==> src/rtl/wac_pkg.sv <==
package wac_pkg;
  localparam int WID_W  = 5;
  localparam int AW     = 64;
  localparam int PERM_W = 2 ** (WID_W + 1);
  localparam int CTL_W  = 5;

  localparam int CTL_ERR_RD = 0;
  localparam int CTL_ERR_WR = 1;
  localparam int CTL_IRQ_RD = 2;
  localparam int CTL_IRQ_WR = 3;
  localparam int CTL_LOCK   = 4;

  typedef struct packed {
    logic [AW-1:0]     base;
    logic [AW-1:0]     size;
    logic [PERM_W-1:0] perm;
    logic [CTL_W-1:0]  ctl;
  } slot_t;
endpackage

==> src/rtl/wac_regs.sv <==
module wac_regs
  import wac_pkg::*;
#(
  parameter int          NUM_SLOTS   = 4,
  parameter int          CFG_AW      = 8,
  parameter logic [4:0]  TRUSTED_WID = 5'd3
) (
  input  logic                  clk_i,
  input  logic                  rst_ni,
  input  logic                  cfg_valid_i,
  input  logic                  cfg_write_i,
  input  logic [CFG_AW-1:0]     cfg_addr_i,
  input  logic [31:0]           cfg_wdata_i,
  input  logic [WID_W-1:0]      cfg_wid_i,
  output logic                  cfg_rsp_valid_o,
  output logic                  cfg_rsp_err_o,
  output logic [31:0]           cfg_rdata_o,
  input  logic                  viol_i,
  input  logic                  viol_irq_i,
  input  logic                  viol_write_i,
  input  logic [AW-1:0]         viol_addr_i,
  input  logic [WID_W-1:0]      viol_wid_i,
  output slot_t [NUM_SLOTS-1:0] slots_o,
  output logic                  irq_o
);
  localparam int IDX_W = CFG_AW - 3;

  slot_t [NUM_SLOTS-1:0] slot_q;
  logic                  st_pend_q, st_write_q, irq_q;
  logic [WID_W-1:0]      st_wid_q;
  logic [AW-1:0]         st_addr_q;

  logic [IDX_W-1:0] idx;
  logic [2:0]       word;
  logic             is_slot, is_stat, trusted, locked, wr_ok, clr;
  logic [31:0]      rdata;

  assign idx     = cfg_addr_i[CFG_AW-1:3];
  assign word    = cfg_addr_i[2:0];
  assign is_slot = idx < IDX_W'(NUM_SLOTS);
  assign is_stat = idx == IDX_W'(NUM_SLOTS);
  assign trusted = cfg_wid_i == TRUSTED_WID;

  always_comb begin
    locked = 1'b0;
    for (int s = 0; s < NUM_SLOTS; s++)
      if (idx == IDX_W'(s)) locked = slot_q[s].ctl[CTL_LOCK];
  end

  always_comb begin
    wr_ok = 1'b0;
    if (trusted) begin
      if (is_slot)      wr_ok = !locked && (word != 3'd7);
      else if (is_stat) wr_ok = word == 3'd0;
    end
  end

  assign clr = cfg_valid_i && cfg_write_i && wr_ok && is_stat && cfg_wdata_i[0];

  for (genvar s = 0; s < NUM_SLOTS; s++) begin : g_store
    logic sel;
    assign sel = cfg_valid_i && cfg_write_i && wr_ok && is_slot && (idx == IDX_W'(s));
    always_ff @(posedge clk_i or negedge rst_ni) begin
      if (!rst_ni) slot_q[s] <= '0;
      else if (sel) begin
        case (word)
          3'd0: slot_q[s].base[31:0]  <= cfg_wdata_i;
          3'd1: slot_q[s].base[63:32] <= cfg_wdata_i;
          3'd2: slot_q[s].size[31:0]  <= cfg_wdata_i;
          3'd3: slot_q[s].size[63:32] <= cfg_wdata_i;
          3'd4: slot_q[s].perm[31:0]  <= cfg_wdata_i;
          3'd5: slot_q[s].perm[63:32] <= cfg_wdata_i;
          3'd6: slot_q[s].ctl         <= cfg_wdata_i[CTL_W-1:0];
          default: ;
        endcase
      end
    end


    lock_hold_chk: assert property (@(posedge clk_i) disable iff (!rst_ni)
      slot_q[s].ctl[CTL_LOCK] |=> $stable(slot_q[s]));
  end

  always_comb begin
    rdata = '0;
    for (int s = 0; s < NUM_SLOTS; s++) begin
      if (is_slot && idx == IDX_W'(s)) begin
        case (word)
          3'd0: rdata = slot_q[s].base[31:0];
          3'd1: rdata = slot_q[s].base[63:32];
          3'd2: rdata = slot_q[s].size[31:0];
          3'd3: rdata = slot_q[s].size[63:32];
          3'd4: rdata = slot_q[s].perm[31:0];
          3'd5: rdata = slot_q[s].perm[63:32];
          3'd6: rdata = {{(32-CTL_W){1'b0}}, slot_q[s].ctl};
          default: rdata = '0;
        endcase
      end
    end
    if (is_stat) begin
      case (word)
        3'd0: rdata = {19'd0, st_wid_q, 6'd0, st_write_q, st_pend_q};
        3'd1: rdata = st_addr_q[31:0];
        3'd2: rdata = st_addr_q[63:32];
        default: rdata = '0;
      endcase
    end
  end

  always_ff @(posedge clk_i or negedge rst_ni) begin
    if (!rst_ni) begin
      cfg_rsp_valid_o <= 1'b0;
      cfg_rsp_err_o   <= 1'b0;
      cfg_rdata_o     <= '0;
    end else begin
      cfg_rsp_valid_o <= cfg_valid_i;
      cfg_rsp_err_o   <= cfg_valid_i && cfg_write_i && !wr_ok;
      cfg_rdata_o     <= (cfg_valid_i && !cfg_write_i) ? rdata : '0;
    end
  end

  always_ff @(posedge clk_i or negedge rst_ni) begin
    if (!rst_ni) begin
      st_pend_q  <= 1'b0;
      st_write_q <= 1'b0;
      st_wid_q   <= '0;
      st_addr_q  <= '0;
      irq_q      <= 1'b0;
    end else begin
      if (clr) begin
        st_pend_q  <= 1'b0;
        st_write_q <= 1'b0;
        st_wid_q   <= '0;
        st_addr_q  <= '0;
        irq_q      <= 1'b0;
      end
      if (viol_i && (!st_pend_q || clr)) begin
        st_pend_q  <= 1'b1;
        st_write_q <= viol_write_i;
        st_wid_q   <= viol_wid_i;
        st_addr_q  <= viol_addr_i;
      end
      if (viol_i && viol_irq_i) irq_q <= 1'b1;
    end
  end

  assign slots_o = slot_q;
  assign irq_o   = irq_q;


  untrusted_err_chk: assert property (@(posedge clk_i) disable iff (!rst_ni)
    (cfg_valid_i && cfg_write_i && cfg_wid_i != TRUSTED_WID) |=> cfg_rsp_err_o);


  irq_cause_chk: assert property (@(posedge clk_i) disable iff (!rst_ni)
    $rose(irq_q) |-> $past(viol_i && viol_irq_i));
endmodule

==> config.mk <==
export PLATFORM = sky130hd
export DESIGN_NAME = wac_regs
export DESIGN_NICKNAME = d
export VERILOG_FILES = /design/src/rtl/wac_pkg.sv /design/src/rtl/wac_regs.sv
export SDC_FILE = /design/constraint.sdc
export NUM_CORES = 1
export LEC_CHECK = 0
export ABC_CLOCK_PERIOD_IN_PS = 3520
export BUFFER_PORTS_ARGS = -buffer_cell sky130_fd_sc_hd__buf_4
export CORE_AREA = 2 2 315 441
export DETAILED_ROUTE_END_ITERATION = 8
export DIE_AREA = 0 0 317 443
export HOLD_SLACK_MARGIN = 0.15
export MAX_ROUTING_LAYER = met4
export SKIP_CTS_REPAIR_TIMING = 1
export SLEW_MARGIN = 30
export SYNTH_ARGS = -nofsm -noshare
export SYNTH_HDL_FRONTEND = slang
export SYNTH_SLANG_ARGS = --single-unit
==> constraint.sdc <==
create_clock -name clk_i -period 3.52 [get_ports clk_i]
set_clock_uncertainty 0.15 [all_clocks]
set_input_delay 0.352 -clock clk_i [delete_from_list [all_inputs] [get_ports clk_i]]
set_output_delay 0.352 -clock clk_i [all_outputs]
set_load 0.01 [all_outputs]
==> flow_summary_export.csv, run 1 <==
group,metric,value,unit
drt,vias,33700,
die,core,137000,um^2
worst_setup_path,crit_fanout,24,
yosys,yosysWarningCount,0,
worst_setup_path,startpoint_type,"input port",
timing,fin_crit,3.39,ns
drt,post_drt_wl_per_cell,36.6,um
timing,layout_worst_path_cycle_share,96.4,%
worst_hold_path,min_path_type,"input port to asynchronous set/reset pin",
global_routing,grt_pass1_vias,33200,
yosys,synth_top_cells_by_count,"dfrtp_1, mux2_2, clkbuf_1",
timing,fmax,0.295,GHz
global_routing,grtUsageMet3,7.92,%
clock_network,clk_pin_slew,0.06,ns
die,fp.dieW,317,um
cells_and_area,drive_above_1_share,53.1,%
clock_network,clk_latency,0.71,ns
timing,finalSetupViolCount,0,
cells_and_area,final_nets,4185,
worst_setup_path,critPathRequiredTime,4.01,ns
die,dieArea,140000,um^2
placed_design,dp_cells,5626,
clock_network,cts-root-buf,"clkbuf_16",
yosys,ys_seq_elements,894,
cells_and_area,seqCellArea,22400,um^2
placed_design,place_ws,0.150,ns
die,floorplan.initialDensity,29.8,%
global_routing,grt_use_total,30.9,%
yosys,synth.cell_area,40700,um^2
drt,via_per_inst,5.67,
yosys,netlist_instances,2988,
cells_and_area,n_fill_cell,13000,
global_routing,top_usage_layer,"met2",
timing,tightestPinTransition,1.09,ns
clock_network,tritoncts,"built",
global_routing,antenna_found_initial,25,
global_routing,grtUsageMet1,37.4,%
yosys,synth_edf_count,0,
die,die_h,443,um
yosys,yosysSeqAreaShare,55.0,%
yosys,ys_types,70,
clock_network,htree_num_levels,3,
timing,max_slew_margin,27.1,%
placed_design,dpl.hpwl,159,mm
global_routing,grt_pass1_wl,290,mm
worst_setup_path,cp.arrival,3.88,ns
timing,drv_slew,0,
placed_design,io_buffers,943,
drt,drc,0,
clock_network,cts_sinks,894,
cells_and_area,multi_input_area,16900,um^2
yosys,syn_area_per_cell,13.6,um^2
drt,firstDrtPassIters,6,
worst_setup_path,r2r_cells,6,
die,ios,944,
pwr,ir_worst_vdd,0.433,mV
drt,ant_nets,0,
worst_setup_path,cp-end-kind,"register",
timing,setup_slack,0.126,ns
placed_design,place_area,50800,um^2
yosys,synthTopCellsByArea,"dfrtp_1, mux2_2, mux2i_1, a221oi_1, a22o_1",
drt,wirelength,218,mm
yosys,synth_area_leader_cell,"dfrtp_1",
global_routing,global_route.usage.met2,47.5,%
die,rows,161,
cells_and_area,fin_util,40.5,%
yosys,ys.flop_type,"dfrtp_1",
placed_design,place.gp.congestion,0.916,
cells_and_area,synthToLayoutAreaGrowth,36.1,%
worst_setup_path,critPathKind,"input port to register",
timing,hold_viol_final,0,
run_status,status,"complete, no violations",
yosys,synth_most_common_cell,"dfrtp_1",
global_routing,grt_max_degree,78,
clock_network,clock_path_buffers,3,
cells_and_area,finalNonFillerCells,5942,
yosys,synth_nets,3109,
yosys,synth_top_area_share,55.0,%
yosys,ys_async_sr_fraction,100,%
timing,rsz0062_at_grt,"false",
global_routing,grt_overflow_total,0,
timing,tns,0,ns
pwr,leakagePower,27.5,nW
drt,drt_iter0_markers,3221,
clock_network,cts_buffers,93,
cells_and_area,fin_area,55400,um^2
pwr,p_per_area,407,nW/um^2
flow_run,maxCapViolCount,0,
[per-stage QoR]
| step | power, mW | hold WS [ns] |
|---|---|---|
| floorplan | 11.1 | -0.0936 |
| global placement | 12.2 | 0.321 |
| detailed placement | 12.2 | 0.325 |
| CTS | 22.6 | -0.497 |
| global route | 23.2 | 0.159 |
| finish | 22.6 | 0.158 |
[power breakdown]
part,switching [mW],total [mW],internal (mW)
clock,4.44,10.4,5.96
sequential,0.0699,10.4,10.4
combinational,1.15,1.71,0.556
[cell families after synthesis]
| family | share of synthesized area, % |
|---|---|
| AO/OA/AOI/OAI | 10.2 |
| buffers and inverters | 3.84 |
| flip-flops | 55.0 |
| AND/OR/NAND/NOR | 3.28 |
| multiplexers | 27.7 |
[flip-flops by register name (all words and copies together), names as in the netlist]
signal,count
st_pend_q,1
cfg_rsp_valid_o,1
slots_o,788
irq_o,1
cfg_rdata_o,32
st_write_q,1
cfg_rsp_err_o,1
st_wid_q,5
st_addr_q,64
[worst max-delay path, stage by stage]
cell and delay [ns]:
dlygate4sd3_1 0.56, buf_4 0.24, nor2_2 0.37, nand3_1 0.27
or3_1 0.71, a21boi_4 0.29, buf_4 0.31, a22o_1 0.19
dlygate4sd3_1 0.56
[worst paths after layout]
| path | from | end | slack (ns) |
|---|---|---|---|
| max | cfg_addr_i[3] | st_addr_q[5] | 0.13 |
| min | rst_ni | slots_o[475] | 0.16 |
| max reg2reg | slots_o[572] | cfg_rdata_o[13] | 0.51 |
| min reg2reg | st_addr_q[60] | st_addr_q[60] | 0.36 |
| max in group asynchronous | rst_ni | st_addr_q[55] | 1.90 |
| min in group clk_i | cfg_addr_i[5] | cfg_rsp_err_o | 0.20 |
[layout make-up]
| cell class | instances | area share (%) |
|---|---|---|
| antenna | 10 | 0.0452 |
| tap | 1793 | 4.05 |
| clock inverter | 39 | 0.820 |
| multi-input combinational | 1799 | 30.6 |
| timing repair buffer | 1271 | 19.2 |
| sequential | 894 | 40.4 |
| inverter | 5 | 0.0429 |
| clock buffer | 131 | 4.88 |
[cells in the final DEF (no fill, tap or decap), drive strengths merged, types with 5 or more instances in the layout]
master / n
a221o: 16
a22oi: 92
nor4: 6
a2111oi: 6
dfrtp: 894
o211ai: 7
diode: 10
nand2b: 6
o2bb2ai: 7
or3: 5
a22o: 82
nand2: 63
nor3: 23
mux4: 26
a211oi: 26
o221ai: 15
buf: 1135
a221oi: 85
a21oi: 99
inv: 12
clkinv: 18
and3: 5
mux2i: 93
nor2b: 6
o22ai: 30
nor2: 97
bufinv: 8
a31oi: 21
clkbuf: 131
o21ai: 51
dlygate4sd3: 136
nand3: 19
mux2: 865
clkinvlp: 6
[per-layer routing]
metal | vias to the layer above | wire [um] | part of all wire (%)
met1 | 17800 | 83900 | 39
li1 | 13400 | - | -
met4 | 0 | 12200 | 5.6
met3 | 494 | 20000 | 9.2
met2 | 2020 | 101000 | 47
met5 | - | 0 | 0
Power figures use the tool's default switching activity.
==> inputs of run 2 (changes only) <==
--- a/config.mk
+++ b/config.mk
@@ -7,9 +7,9 @@
 export LEC_CHECK = 0
 export ABC_CLOCK_PERIOD_IN_PS = 3520
 export BUFFER_PORTS_ARGS = -buffer_cell sky130_fd_sc_hd__buf_4
-export CORE_AREA = 2 2 315 441
+export CORE_AREA = 2 2 372 374
 export DETAILED_ROUTE_END_ITERATION = 8
-export DIE_AREA = 0 0 317 443
+export DIE_AREA = 0 0 374 376
 export HOLD_SLACK_MARGIN = 0.15
 export MAX_ROUTING_LAYER = met4
 export SKIP_CTS_REPAIR_TIMING = 1
==> constraint.sdc (replaced) <==
create_clock -name clk_i -period 3.52 [get_ports clk_i]
set_clock_uncertainty 0.15 [all_clocks]
set_input_delay 0.176 -clock clk_i [delete_from_list [all_inputs] [get_ports clk_i]]
set_output_delay 0.176 -clock clk_i [all_outputs]
set_load 0.01 [all_outputs]
==> run 2 against run 1 <==
Effect of this change: largest power group is now clock; largest cell class unchanged; setup slack improved by 0.14 ns; die area increased by 0.14%; sequential share of layout area decreased by 0.96 points; critical path depth increased by 1; worst hold slack improved by 0.043 ns; first-iteration DRC count increased by 6.8%; final cell count increased by 2.4%; critical endpoint is now st_addr_q[24]; wire length increased by 0.34%; highest routed layer unchanged.
==> flow_summary_export.csv, run 2 (same netlist as run 1, synthesis figures left out) <==
group,metric,value,unit
run_status,status,"complete, no violations",
drt,ant_nets,0,
cells_and_area,largest_reg_flops,788,
timing,rsz0062_at_grt,"false",
worst_setup_path,cp.arrival,3.69,ns
global_routing,antenna_found_initial,21,
die,core,137000,um^2
die,ios,944,
clock_network,clk_pin_slew,0.06,ns
worst_setup_path,critPathRequiredTime,3.96,ns
placed_design,io_buffers,943,
timing,finalSetupViolCount,0,
timing,layout_worst_path_cycle_share,92.4,%
die,die_h,376,um
cells_and_area,seqCellArea,22400,um^2
drt,wirelength,218,mm
timing,drv_slew,0,
cells_and_area,fin_area,56700,um^2
drt,via_per_inst,5.64,
die,floorplan.initialDensity,29.8,%
timing,hold_viol_final,0,
clock_network,clock_path_buffers,3,
drt,firstDrtPassIters,5,
clock_network,cts_sinks,894,
pwr,p_per_area,413,nW/um^2
die,dieArea,141000,um^2
drt,drt_iter0_markers,3441,
clock_network,htree_num_levels,3,
drt,post_drt_wl_per_cell,35.9,um
pwr,leakagePower,28.1,nW
die,fp.dieW,374,um
worst_setup_path,startpoint_type,"input port",
die,rows,136,
cells_and_area,finalNonFillerCells,6084,
global_routing,grt_pass1_wl,288,mm
placed_design,dpl.hpwl,156,mm
global_routing,grt_max_degree,114,
flow_run,maxCapViolCount,0,
placed_design,place.gp.congestion,0.865,
worst_setup_path,critPathKind,"input port to register",
placed_design,dp_cells,5631,
drt,drc,0,
clock_network,tritoncts,"built",
clock_network,cts_buffers,103,
timing,fmax,0.307,GHz
global_routing,grt_use_total,30.3,%
timing,tightestPinTransition,0.967,ns
cells_and_area,multi_input_area,16900,um^2
cells_and_area,n_fill_cell,12800,
worst_hold_path,min_path_type,"input port to asynchronous set/reset pin",
global_routing,grt_pass1_vias,32700,
drt,vias,34300,
worst_setup_path,reg2reg_slack,0.44,ns
cells_and_area,synthToLayoutAreaGrowth,39.4,%
placed_design,place_area,50700,um^2
worst_setup_path,cp-end-kind,"register",
clock_network,clk_latency,0.71,ns
cells_and_area,layout_commonest_cell,"buf_4",
timing,fin_crit,3.25,ns
cells_and_area,drive_above_1_share,51.6,%
cells_and_area,mostFrequentLayoutCells,"buf_4, dfrtp_1, mux2_2",
pwr,ir_worst_vdd,0.387,mV
global_routing,grt_overflow_total,0,
clock_network,cts-root-buf,"clkbuf_16",
worst_setup_path,crit_fanout,70,
cells_and_area,final_nets,4320,
timing,max_slew_margin,35.0,%
==> run 2: cell count changes in the layout (fill, tap and decap cells not counted), sizes merged <==
cell,change
bufinv,+1
inv,-4
buf,+5
dlygate4sd3,+120
diode,+1
clkinv,-4
clkbuf,+22
==> run 2: per-stage QoR <==
stage               util, %  power [mW]  worst slack [ns]  hold slack (ns)  TNS, ns
global route           41.5        24.1             0.183            0.185        0
global placement       37.1        12.1            -0.277           0.0912   -0.277
finish                 41.5        23.5             0.266            0.201        0
floorplan                 -        11.1              1.21           -0.270        0
CTS                    39.6        23.3             0.476           -0.705        0
detailed placement     37.1        12.1            -0.310           0.0866   -0.310
==> run 2: path summary, 6_finish.rpt <==
| check | start | endpoint | depth (start not counted) |
|---|---|---|---|
| worst max-delay path | cfg_addr_i[6] | st_addr_q[24] | 10 |
| worst min-delay path | rst_ni | st_pend_q | 3 |
| worst max register to register | slots_o[398] | slots_o[32] | 7 |
| worst min register to register | slots_o[640] | slots_o[640] | 1 |
| max in group asynchronous | rst_ni | slots_o[77] | 3 |
| min in group clk_i | cfg_addr_i[1] | cfg_rdata_o[6] | 5 |
==> run 2: layer usage <==
layer | vias to the layer above | GRT usage [%] | part of all wire [%]
met5 | - | - | 0
met4 | 0 | 10.5 | 4.5
met3 | 417 | 8.05 | 9.0
met2 | 1901 | 46.0 | 45
met1 | 18400 | 39.1 | 41
li1 | 13600 | - | -
==> run 2: report_power, final <==
| part | leakage, nW | internal [mW] | switching [mW] |
|---|---|---|---|
| clock network | 1.69 | 6.59 | 4.57 |
| registers | 12.4 | 10.4 | 0.0689 |
| logic | 14.1 | 0.669 | 1.18 |
| total | 28.1 | 17.6 | 5.81 |
==> run 2: critical path, stage by stage <==
cell and delay, ns:
dlygate4sd3_1 0.64, buf_4 0.20, nor2_1 0.21, nand3_1 0.11, buf_4 0.18, or3_1 0.62, a21boi_4 0.24, buf_4 0.37
a22o_1 0.34, dlygate4sd3_1 0.57
==> run 2: cell type report <==
type / instances / area share [%]
well taps: 1794 / 3.96
clock buffers: 153 / 5.34
repair buffers: 1396 / 20.6
inverters: 5 / 0.0419
flip-flops and latches: 894 / 39.4
diodes: 11 / 0.0485
clock inverters: 32 / 0.772
multi-input cells: 1799 / 29.9
